**config.mk**
```make
export PLATFORM = sky130hd
export DESIGN_NAME = sd_gap_ctrl
export DESIGN_NICKNAME = d
export VERILOG_FILES = /design/src/rtl/sd_gap_pkg.sv /design/src/rtl/sd_gap_reg.sv /design/src/rtl/sd_gap_fsm.sv /design/src/rtl/sd_gap_hold.sv /design/src/rtl/sd_gap_ctrl.sv
export SDC_FILE = /design/constraint.sdc
export NUM_CORES = 1
export LEC_CHECK = 0
export BUFFER_PORTS_ARGS = -buffer_cell sky130_fd_sc_hd__clkbuf_2
export CORE_AREA = 2 2 39 41
export CTS_CLUSTER_DIAMETER = 50
export DETAILED_ROUTE_END_ITERATION = 8
export DIE_AREA = 0 0 41 43
export HOLD_SLACK_MARGIN = 0.08
export SLEW_MARGIN = 10
export SYNTH_ARGS = -nofsm -noshare
export SYNTH_HDL_FRONTEND = slang
export SYNTH_SLANG_ARGS = --single-unit
```
**constraint.sdc**
```tcl
create_clock -name clk -period 1.8 [get_ports clk]
set_clock_uncertainty 0.1 [all_clocks]
set_input_delay 0.27 -clock clk [delete_from_list [all_inputs] [get_ports clk]]
set_output_delay 0.27 -clock clk [all_outputs]
set_load 0.01 [all_outputs]
```
**src/rtl/sd_gap_pkg.sv**
```systemverilog
package sd_gap_pkg;
    localparam int REG_W    = 8;
    localparam int BIT_STOP = 0;
    localparam int BIT_CONT = 1;
    localparam int BIT_RWT  = 2;
    localparam int BIT_IRQ  = 3;
    localparam int RSV_LSB  = 4;

    typedef enum logic [1:0] {
        ST_IDLE  = 2'd0,
        ST_RUN   = 2'd1,
        ST_PAUSE = 2'd2
    } xfer_st_e;

    typedef struct packed {
        logic stop;
        logic cont;
        logic rwait;
        logic irq_en;
    } ctl_s;

    typedef struct packed {
        xfer_st_e st;
        logic     rd;
        logic     gap;
    } fsm_s;
endpackage

```
**src/rtl/sd_gap_reg.sv**
```systemverilog
module sd_gap_reg
    import sd_gap_pkg::*;
#(
    parameter int DW = REG_W
) (
    input  logic          clk,
    input  logic          rst_n,
    input  logic          wr_en,
    input  logic [DW-1:0] wr_data,
    input  logic          cont_clr,
    output ctl_s          ctl,
    output logic [DW-1:0] rd_data
);
    ctl_s ctl_d, ctl_q;

    always_comb begin
        ctl_d = ctl_q;
        if (wr_en) begin
            ctl_d.stop   = wr_data[BIT_STOP];
            ctl_d.rwait  = wr_data[BIT_RWT];
            ctl_d.irq_en = wr_data[BIT_IRQ];
            // restart bit: write-one-to-set, blocked while pause is stored
            if (wr_data[BIT_CONT] && !ctl_q.stop)
                ctl_d.cont = 1'b1;
        end
        // clearing on activity rise takes priority
        if (cont_clr)
            ctl_d.cont = 1'b0;
    end

    always_ff @(posedge clk or negedge rst_n) begin
        if (!rst_n) ctl_q <= '0;
        else        ctl_q <= ctl_d;
    end

    always_comb begin
        rd_data           = '0;
        rd_data[BIT_STOP] = ctl_q.stop;
        rd_data[BIT_CONT] = ctl_q.cont;
        rd_data[BIT_RWT]  = ctl_q.rwait;
        rd_data[BIT_IRQ]  = ctl_q.irq_en;
    end

    assign ctl = ctl_q;
endmodule

```
**src/rtl/sd_gap_fsm.sv**
```systemverilog
module sd_gap_fsm
    import sd_gap_pkg::*;
(
    input  logic     clk,
    input  logic     rst_n,
    input  logic     xfer_start,
    input  logic     xfer_read,
    input  logic     blk_done,
    input  logic     blk_last,
    input  ctl_s     ctl,
    output xfer_st_e st,
    output logic     is_read,
    output logic     gap_pulse,
    output logic     act_rise
);
    fsm_s f_d, f_q;

    always_comb begin
        f_d     = f_q;
        f_d.gap = 1'b0;
        unique case (f_q.st)
            ST_IDLE: begin
                if (xfer_start) begin
                    f_d.st = ST_RUN;
                    f_d.rd = xfer_read;
                end
            end
            ST_RUN: begin
                if (blk_done) begin
                    if (blk_last) begin
                        f_d.st = ST_IDLE;
                    end else if (ctl.stop) begin
                        f_d.st  = ST_PAUSE;
                        f_d.gap = 1'b1;
                    end
                end
            end
            ST_PAUSE: begin
                if (ctl.cont)
                    f_d.st = ST_RUN;
            end
            default: f_d.st = ST_IDLE;
        endcase
    end

    always_ff @(posedge clk or negedge rst_n) begin
        if (!rst_n) f_q <= '{st: ST_IDLE, rd: 1'b0, gap: 1'b0};
        else        f_q <= f_d;
    end

    assign st        = f_q.st;
    assign is_read   = f_q.rd;
    assign gap_pulse = f_q.gap;
    assign act_rise  = (f_d.st == ST_RUN) && (f_q.st != ST_RUN);
endmodule

```
**src/rtl/sd_gap_hold.sv**
```systemverilog
module sd_gap_hold
    import sd_gap_pkg::*;
(
    input  xfer_st_e st,
    input  logic     is_read,
    input  ctl_s     ctl,
    input  logic     bus_4bit,
    output logic     dat_active,
    output logic     wr_active,
    output logic     rw_drive,
    output logic     clk_en,
    output logic     irq_en_out
);
    logic held_rd;

    always_comb begin
        // a paused read stays held until the restart is seen
        held_rd    = (st == ST_PAUSE) && is_read && !ctl.cont;
        dat_active = (st == ST_RUN) && is_read;
        wr_active  = (st == ST_RUN) && !is_read;
        rw_drive   = held_rd && ctl.rwait;
        clk_en     = !(held_rd && !ctl.rwait);
        if (!bus_4bit)
            irq_en_out = 1'b1;
        else
            unique case (st)
                ST_IDLE:  irq_en_out = 1'b1;
                ST_PAUSE: irq_en_out = ctl.irq_en;
                default:  irq_en_out = 1'b0;
            endcase
    end
endmodule

```
**src/rtl/sd_gap_ctrl.sv**
```systemverilog
module sd_gap_ctrl
    import sd_gap_pkg::*;
#(
    parameter int DW = REG_W
) (
    input  logic          clk,
    input  logic          rst_n,
    input  logic          reg_wr_en,
    input  logic [DW-1:0] reg_wr_data,
    output logic [DW-1:0] reg_rd_data,
    input  logic          xfer_start,
    input  logic          xfer_read,
    input  logic          blk_done,
    input  logic          blk_last,
    input  logic          bus_4bit,
    output logic          dat_line_active,
    output logic          wr_xfer_active,
    output logic          gap_event,
    output logic          read_wait_drive,
    output logic          card_clk_en,
    output logic          irq_sample_en
);
    ctl_s     ctl;
    xfer_st_e st;
    logic     is_read;
    logic     act_rise;

    sd_gap_reg #(.DW(DW)) i_reg (
        .clk      (clk),
        .rst_n    (rst_n),
        .wr_en    (reg_wr_en),
        .wr_data  (reg_wr_data),
        .cont_clr (act_rise),
        .ctl      (ctl),
        .rd_data  (reg_rd_data)
    );

    sd_gap_fsm i_fsm (
        .clk        (clk),
        .rst_n      (rst_n),
        .xfer_start (xfer_start),
        .xfer_read  (xfer_read),
        .blk_done   (blk_done),
        .blk_last   (blk_last),
        .ctl        (ctl),
        .st         (st),
        .is_read    (is_read),
        .gap_pulse  (gap_event),
        .act_rise   (act_rise)
    );

    sd_gap_hold i_hold (
        .st         (st),
        .is_read    (is_read),
        .ctl        (ctl),
        .bus_4bit   (bus_4bit),
        .dat_active (dat_line_active),
        .wr_active  (wr_xfer_active),
        .rw_drive   (read_wait_drive),
        .clk_en     (card_clk_en),
        .irq_en_out (irq_sample_en)
    );
endmodule

```
Yosys cells after proc, flatten, opt, wreduce, memory -nomap -nowiden:

Index checks and enable logic that the tools add are counted.

* eq/ne operators: 4
* add/subtract/negate cells: 0
* mux-type cells: 15
* shifts and indexed selects: 0
* reductions and logical operators: 18
* multiply operators: 0
* bitwise operators: 0
* div/mod/pow operators: 0
* $lt $le $gt $ge: 0

Operator list (count)
* $logic_and 1x1->1: 8
* $mux 2: 4
* $mux 1: 7
* $mux 3: 2
* $pmux 2 s3: 1
* $logic_not 1->1: 5
* $eq 2x1->1 const B: 2
* $reduce_and 2->1: 2
* $reduce_bool 2->1: 2
* $eq 2x2->1 const B: 1
* $logic_not 2->1: 1
* $ne 2x1->1 const B: 1
* $pmux 1 s2: 1

* bits in writable memories: 0
* ROM bits: 0
* flip-flop bits (word level): 8
* word-level logic and storage cells: 44
* input bits: 16
* output and inout bits: 14
* memories: 0
* latch bits: 0

Longest topological paths before layout:

Gate-level depths: netlist of the first run.

* depth after elaboration: 8
* mapped depth: 2
* depth with buffers taken out: 2

Hierarchy:

A second synthesis of the first run with hierarchy kept.

* cell total of the unflattened synthesis: 41
* area total of the unflattened synthesis: 452.9 µm²

By module, submodules not included
* sd_gap_reg: cells each 19, seq. area each 100.1 µm², area each 214.0 µm², times used 1
* sd_gap_fsm: cells each 15, seq. area each 100.1 µm², area each 185.2 µm², times used 1
* sd_gap_hold: cells each 7, seq. area each 0.0 µm², area each 53.8 µm², times used 1

Least setup slack after synthesis of the first run:

No wires, ideal clock.

* kind: register to output
* start: register i_fsm.f_q (netlist bit i_fsm.st[0])
* end: output card_clk_en
* data arrival time: 1155 ps
* stages on the path, launching flop included: 3
* path slack: 275 ps
* data required time: 1430 ps
* path buffers: 0
* cell sequence: dfrtp_1 or3b_1 or3_1

* word-level cells in the longest chain between the ends: 5

Ends and longest elaborated chain
* start: declaration: RTL line sd_gap_fsm.sv:16 `fsm_s f_d, f_q;`
* start signal: assignment: RTL line sd_gap_fsm.sv:47 `if (!rst_n) f_q <= '{st: ST_IDLE, rd: 1'b0, gap: 1'b0};`
* $eq 2x2->1: RTL line sd_gap_hold.sv:18 `held_rd = (st == ST_PAUSE) && is_read && !ctl.cont;`
* $logic_and 1x1->1 (2 in series): RTL line sd_gap_hold.sv:18
* $logic_and 1x1->1: RTL line sd_gap_hold.sv:22 `clk_en = !(held_rd && !ctl.rwait);`
* $logic_not 1->1: RTL line sd_gap_hold.sv:22
* end: declaration: RTL line sd_gap_ctrl.sv:20 `output logic card_clk_en,`

Every way passes these cells.

Worst setup path in the final report of the first run:

Same ends and word-level chain as after synthesis.

==> metrics.yaml, run 1 <==
ys_seq_area_share_pct: 50.79
dr.pass1.iters: 3
crit_arrival_ps: 1460
finalWorstSetupSlack_ps: -34.59
path_cells: "or3b_4 > or3_1 > clkbuf_2"
num_rows: 14
max_cap_viol_count: 0
dp_hpwl_um: 631.1
routed_wl_um: 774
drive_gt1_share_pct: 48.44
grt_max_degree: 9
violations: "setup timing"
path_class: "flip-flop to output port"
r2r_cells: 3
gp_congestion: 0.6651
period_needed_ps: 1835
num_io_pins: 30
hp-class: "input port to flip-flop"
synth.area.top_cells: "dfrtp_1, mux2_2, buf_4, mux2i_1, nor3_1"
reg2reg_slack_ps: 480
start_kind: "flip-flop"
finalSetupViolCount: 1
yosys.area.top_type: "dfrtp_1"
status: "finished, violations left"
cts_sinks: 8
netlist_instances: 37
fin_total_pwr_uw: 651.3
synth.top_cell.area_share_pct: 50.79
ant_nets: 0
clk_path_buf_depth: 2
cts_buffers: 3
synth_seq_cells: 8
slowest_delay_ps: 410
slowest_stage: "or3b_4"
cts_root_buf: "clkbuf_4"
fill_cells: 146
reg2reg_to: "i_fsm.is_read"
antenna_found_initial: 0
path_max_fanout: 3
place.port_buffers: 21
grt_overflow: 0
track_usage_pct: 10.74
die_h_um: 43
drv_slew: 0
powerDensity_nw_per_um2: 1167
post-route-drc-count: 0
syn_area_per_cell_um2: 10.65
area_growth_pct: 41.59
max_freq_mhz: 545.1
final_cell_mix: "clkbuf_2, dfrtp_1, conb_1"
cp.required_ps: 1430
routedWlPerCell_um: 9.675
design.core.area_um2: 1384
cts_tree: "built"
max-vdd-ir-drop_mv: 0.4202
htreeDepth: 1
whs_endpoint: "i_fsm.gap_pulse"
min_path_cells: 2
period_share_pct: 101.9
min_from: "blk_last"
grt_pass1_wl_um: 1200
drtIter0Drc: 3
rsz0062_at_grt: "yes"
leakage_nw: 0.2978
crit_path_end_kind: "output port"
synth_cell_type_count: 20
dr_total_vias: 340
r2r_start: "i_fsm.st[0]"
syn_area_um2: 394.1
grt_pass1_vias: 293
vias_per_cell: 4.250
final_common_cell: "clkbuf_2"
start_util_pct: 28.48
clkLatencyLatePin_ps: 250
fin_hold_ws_ps: 107.2
nNetsFinal: 82
finalHoldViolCount: 0
ys_warn_count: 0
dieWidth_um: 41
clk_pin_slew_ps: 50
diodes: 0
die_area_um2: 1763
-- how the worst max path moves through the flow --
stage                       startpoint     endpoint  slack (ps)  depth (start not counted)
after floorplan            i_fsm.st[0]  card_clk_en         280                          2
after global placement    i_reg.ctl[2]  card_clk_en         190                          3
after detailed placement  i_reg.ctl[2]  card_clk_en         190                          3
after CTS                  i_fsm.st[0]  card_clk_en         -50                          3
after global routing       i_fsm.st[0]  card_clk_en        -110                          3
final                      i_fsm.st[0]  card_clk_en         -30                          3
-- routing by layer --
metal	global-route usage [%]	share of wire (%)	wire, µm	vias to the layer above
li1	-	-	-	175
met5	0	0	0	-
met2	13.13	37	289	21
met4	10.00	2.3	18	0
met1	15.23	50	385	142
met3	1.571	10	81	2
-- final cells by class --
cell class | instances | area, µm² | share of cell area [%]
Clock buffer | 3 | 22.52 | 4.036
Inverter | 2 | 7.507 | 1.345
Multi-Input combinational cell | 26 | 170.2 | 30.49
Sequential cell | 8 | 200.2 | 35.87
Tap cell | 16 | 20.02 | 3.587
Timing Repair Buffer | 25 | 137.6 | 24.66
-- synthesized netlist by cell type --
library cell  n
dfrtp_1       8
nor3b_1       1
buf_4         4
mux2_2        3
o22a_1        1
conb_1        1
nor3_1        2
o21ai_0       2
o22ai_1       1
inv_1         2
o21a_1        1
nor2_1        2
mux2i_1       1
o31ai_1       1
or3_1         1
or3b_1        1
nor2b_1       1
nand2_1       2
nand2b_1      1
and3b_1       1
-- sequential cells by signal (all words and copies together) (netlist names) --
register and flops:
i_reg.ctl 4, i_fsm.st 2, i_fsm.gap_pulse 1, i_fsm.is_read 1
-- cells by family after synthesis --
logic type             count (synthesis)  synth area share [%]
other                                  1                0.9515
AOI/OAI and AO/OA                      6                 10.16
and+or+nand+nor                       12                 17.47
muxes                                  4                 11.11
DFF                                    8                 50.79
buffers and inverters                  6                 9.525
-- power by group --
part,internal (mW),switching (mW)
clock network,0.0762,0.0600
registers,0.226,0.0254
logic,0.131,0.133
-- critical path: cells and delay by family, from the launching register on --
family	cells	cell delay [ps]
DFF	1	370
and+or+nand+nor	2	720
buffers and inverters	1	130
-- metrics by stage --
step / setup WS (ps) / area, µm² / instances / util [%] / setup TNS, ps
6_report: -34.59 / 558.0 / 80 / 40.33 / -34.59
5_1_grt: -109.4 / 558.0 / 80 / 40.33 / -109.4
4_1_cts: -48.05 / 558.0 / 80 / 40.33 / -48.05
3_5_place_dp: 188.1 / 508.0 / 74 / 36.71 / 0
3_3_place_gp: 187.5 / 508.0 / 74 / 36.71 / 0
2_1_floorplan: 275.4 / 405.4 / 40 / - / 0
-- repair_timing --
action	4_1_cts	5_1_grt
setup endpoints to repair	1	1
gates resized for setup	1	0
hold buffers	1	0
endpoints found under the hold margin	8	0
setup buffers	2	0
Power figures use the tool's default switching activity.
==> run 2, diff against run 1 <==
==> constraint.sdc (replaced) <==
create_clock -name clk -period 2.02 [get_ports clk]
set_clock_uncertainty 0.1 [all_clocks]
set_input_delay 0.303 -clock clk [delete_from_list [all_inputs] [get_ports clk]]
set_output_delay 0.303 -clock clk [all_outputs]
set_load 0.01 [all_outputs]
==> run 2 against run 1 <==
Die area stayed put. Sequential share of layout area is 1.5 points higher. Largest cell class unchanged. Wire length shrank 2.3%. The flow now finishes without violations. Sequential cell count stayed put. Critical path type unchanged. Combinational power shrank 31%. Total power fell by 17%. First-iteration DRC count shrank 67%.
==> metrics.yaml, run 2 (synthesis gave the netlist of run 1 again) <==
dr.pass1.iters: 2
routed_wl_um: 756
hp-class: "input port to flip-flop"
num_io_pins: 30
min_from: "blk_last"
drv_slew: 0
fin_total_pwr_uw: 542.3
clkLatencyLatePin_ps: 250
largest_reg_flops: 4
start_kind: "flip-flop"
powerDensity_nw_per_um2: 1013
cts_tree: "built"
placed_cells: 73
die_area_um2: 1763
post-route-util_pct: 38.70
area_growth_pct: 35.87
grt_max_degree: 9
cts_buffers: 3
wl_met2_um: 329
reg2reg_slack_ps: 790
htreeDepth: 1
status: "finished, final reports clean"
max-vdd-ir-drop_mv: 0.5171
vias_per_cell: 4.377
start_util_pct: 28.48
diodes: 0
track_usage_pct: 9.939
post-route-drc-count: 0
routedWlPerCell_um: 9.818
dieWidth_um: 41
path_class: "flip-flop to output port"
setup_tns_ps: 0
min_path_cells: 2
leakage_nw: 0.2825
r2r_start: "i_fsm.st[0]"
dr_total_vias: 337
cp.required_ps: 1620
dr_wl_met3_um: 55
grt_overflow: 0
num_rows: 14
fin_cells: 77
finalSetupViolCount: 0
reg2reg_to: "i_fsm.is_read"
design.core.area_um2: 1384
place.port_buffers: 21
grt_pass1_wl_um: 1159
max_cap_viol_count: 0
crit_arrival_ps: 1540
gp_congestion: 0.6668
grt_pass1_vias: 306
ant_nets: 0
period_needed_ps: 1940
clk_pin_slew_ps: 50
r2r_cells: 2
dp_hpwl_um: 633.2
clk_path_buf_depth: 2
path_max_fanout: 6
max_freq_mhz: 515.5
whs_endpoint: "i_fsm.gap_pulse"
die_h_um: 43
drtIter0Drc: 1
cts_sinks: 8
final_common_cell: "clkbuf_2"
cts_root_buf: "clkbuf_4"
nNetsFinal: 79
antenna_found_initial: 0
crit_path_end_kind: "output port"
fin_hold_ws_ps: 144.1
period_share_pct: 96.03
wl_met1_um: 371
finalHoldViolCount: 0
rsz0062_at_grt: "no"
final_cell_mix: "clkbuf_2, dfrtp_1, conb_1"
drive_gt1_share_pct: 45.90
maxUsedRoutingLayer: "met3"
run 2: power breakdown:
group / switching (mW) / internal, mW
clock network: 0.0489 / 0.0676
logic: 0.0938 / 0.0887
registers: 0.0417 / 0.202
run 2: area by class of cell:
cell class	count	area, µm²
Clock buffer	3	22.52
Fill cell	152	848.3
Inverter	2	7.507
Multi-Input combinational cell	26	170.2
Sequential cell	8	200.2
Tap cell	16	20.02
Timing Repair Buffer	22	115.1
run 2: metal layers:
layer | track usage [%] | vias up
met3 | 1.571 | 0
li1 | - | 168
met4 | 6.000 | 0
met1 | 13.95 | 150
met2 | 13.75 | 19
met5 | 0 | -
run 2: metrics by stage:
step / setup WS, ps / cell area [µm²]
2_1_floorplan: 462.4 / 405.4
4_1_cts: 45.05 / 533.0
5_1_grt: 10.74 / 535.5
3_3_place_gp: 323.5 / 500.5
3_5_place_dp: 315.3 / 500.5
6_report: 80.20 / 535.5
run 2: worst max-delay path by stage:
stage	startpoint	endpoint	cells past startpoint
detailed placement	i_fsm.st[0]	card_clk_en	3
global placement	i_fsm.st[0]	card_clk_en	3
global route	i_fsm.st[0]	card_clk_en	3
floorplan	i_fsm.st[0]	card_clk_en	2
CTS	i_fsm.st[0]	card_clk_en	3
finish	i_fsm.st[0]	card_clk_en	3
run 2: what timing repair did:
action,CTS,global route
hold buffers,1,0
buffers inserted,0,0
setup endpoints to repair,0,1
gates resized for setup,0,1
endpoints found under the hold margin,8,0
run 2: critical path: stages, from the launching register on:
cell	delay, ps
dfrtp_1	430
or3b_4	430
or3_1	310
clkbuf_2	130
==> run 3, diff against run 2 <==
--- a/config.mk
+++ b/config.mk
@@ -11,6 +11,7 @@
 export DETAILED_ROUTE_END_ITERATION = 8
 export DIE_AREA = 0 0 41 43
 export HOLD_SLACK_MARGIN = 0.08
+export RECOVER_POWER = 100
 export SLEW_MARGIN = 10
 export SYNTH_ARGS = -nofsm -noshare
 export SYNTH_HDL_FRONTEND = slang
==> constraint.sdc (replaced) <==
create_clock -name clk -period 2.25 [get_ports clk]
set_clock_uncertainty 0.1 [all_clocks]
set_input_delay 0.3375 -clock clk [delete_from_list [all_inputs] [get_ports clk]]
set_output_delay 0.3375 -clock clk [all_outputs]
set_load 0.01 [all_outputs]
==> run 3 against run 2 <==
Clock-buffer cell count is the same. Combinational power down 17%. Critical path type unchanged. Register-to-register slack gained 230 ps. Largest power group unchanged. Sequential cell count is the same. Setup slack improved by 170 ps.
==> metrics.yaml, run 3 (synthesis gave the netlist of run 1 again) <==
grt_pass1_wl_um: 1159
final_common_cell: "clkbuf_1"
register_area_um2: 200.2
dr_total_vias: 331
area_growth_pct: 31.75
cts_root_buf: "clkbuf_4"
gp_congestion: 0.6669
crit_path_end_kind: "output port"
clk_pin_slew_ps: 50
path_cells: "or3b_1 > or3_1 > clkbuf_1"
placed_cells: 73
slowest_delay_ps: 440
max_freq_mhz: 500.9
status: "finished, final reports clean"
post-route-util_pct: 37.52
num_rows: 14
cts_buffers: 3
routed_wl_um: 760
vias_per_cell: 4.299
path_max_fanout: 6
cts_tree: "built"
finalHoldViolCount: 0
leakage_nw: 0.2466
crit_arrival_ps: 1560
fin_hold_ws_ps: 178.7
post-route-drc-count: 0
place.port_buffers: 21
routedWlPerCell_um: 9.870
slowest_stage: "or3b_1"
path_class: "flip-flop to output port"
start_util_pct: 28.48
rsz0062_at_grt: "no"
drive_gt1_share_pct: 26.23
period_needed_ps: 1997
htreeDepth: 1
start_kind: "flip-flop"
grt_overflow: 0
max-vdd-ir-drop_mv: 0.4545
dr.pass1.iters: 2
antenna_found_initial: 0
num_io_pins: 30
hp-class: "input port to flip-flop"
nNetsFinal: 79
grt_pass1_vias: 306
max_cap_viol_count: 0
ctsResizeCount: 0
clk_path_buf_depth: 2
final_cell_mix: "clkbuf_1, clkbuf_2, dfrtp_1"
cp_top_family: "simple AND/OR/NAND/NOR gates"
ant_nets: 0
cp_num_buf_inv: 1
drv_slew: 0
cp.required_ps: 1810
grt_max_degree: 9
track_usage_pct: 9.939
clkLatencyLatePin_ps: 240
period_share_pct: 88.74
fin_total_pwr_uw: 472.5
drtIter0Drc: 1
dp_hpwl_um: 634.2
fill_cells: 163
setup_tns_ps: 0
dieWidth_um: 41
die_area_um2: 1763
cts_sinks: 8
largest_reg_flops: 4
powerDensity_nw_per_um2: 910.1
diodes: 0
multi_input_area_um2: 167.7
die_h_um: 43
design.core.area_um2: 1384
fin_cells: 77
finalSetupViolCount: 0
cts_setup_buffers: 0
## run 3: area by class of cell
cell class	count	area share, %
flip-flops and latches	8	38.55
multi-input cells	26	32.29
repair buffers	22	19.52
clock buffers	3	4.337
well taps	16	3.855
inverters	2	1.446
## run 3: worst paths after layout
path / startpoint / endpoint / slack (ps) / cells past startpoint
max: i_fsm.st[0] / card_clk_en / 250 / 3
max in group asynchronous: rst_n / i_fsm.is_read / 1300 / 2
max reg2reg: i_fsm.st[0] / i_fsm.is_read / 1020 / 2
min: blk_last / i_fsm.gap_pulse / 180 / 2
min reg2reg: i_fsm.is_read / i_fsm.is_read / 430 / 1
min in group asynchronous: rst_n / i_reg.ctl[3] / 440 / 2
## run 3: metal layers
| layer | wire length (µm) | share of wire [%] | up-vias | track usage, % |
|---|---|---|---|---|
| li1 | - | - | 168 | - |
| met1 | 369 | 49 | 144 | 13.95 |
| met2 | 319 | 42 | 19 | 13.75 |
| met3 | 71 | 9.3 | 0 | 1.571 |
| met4 | 0 | 0 | 0 | 6.000 |
| met5 | 0 | 0 | - | 0 |
## run 3: metrics by stage
step | setup WS (ps) | area, µm²
2_1_floorplan | 657.9 | 405.4
4_1_cts | 240.5 | 533.0
6_report | 253.4 | 519.2
3_3_place_gp | 519.0 | 500.5
3_5_place_dp | 510.8 | 500.5
5_1_grt | 177.3 | 519.2
## run 3: power breakdown
part / internal (mW) / leakage, nW / switching, mW
Clock: 0.0606 / 0.0138 / 0.0428
Combinational: 0.0672 / 0.133 / 0.0847
Sequential: 0.181 / 0.0993 / 0.0363
Total: 0.309 / 0.247 / 0.164
## run 3: repair_timing
| item | in CTS | in global routing |
|---|---|---|
| hold buffers | 1 | 0 |
| hold endpoints to repair | 8 | 0 |
| endpoints found under the setup margin | 0 | 0 |
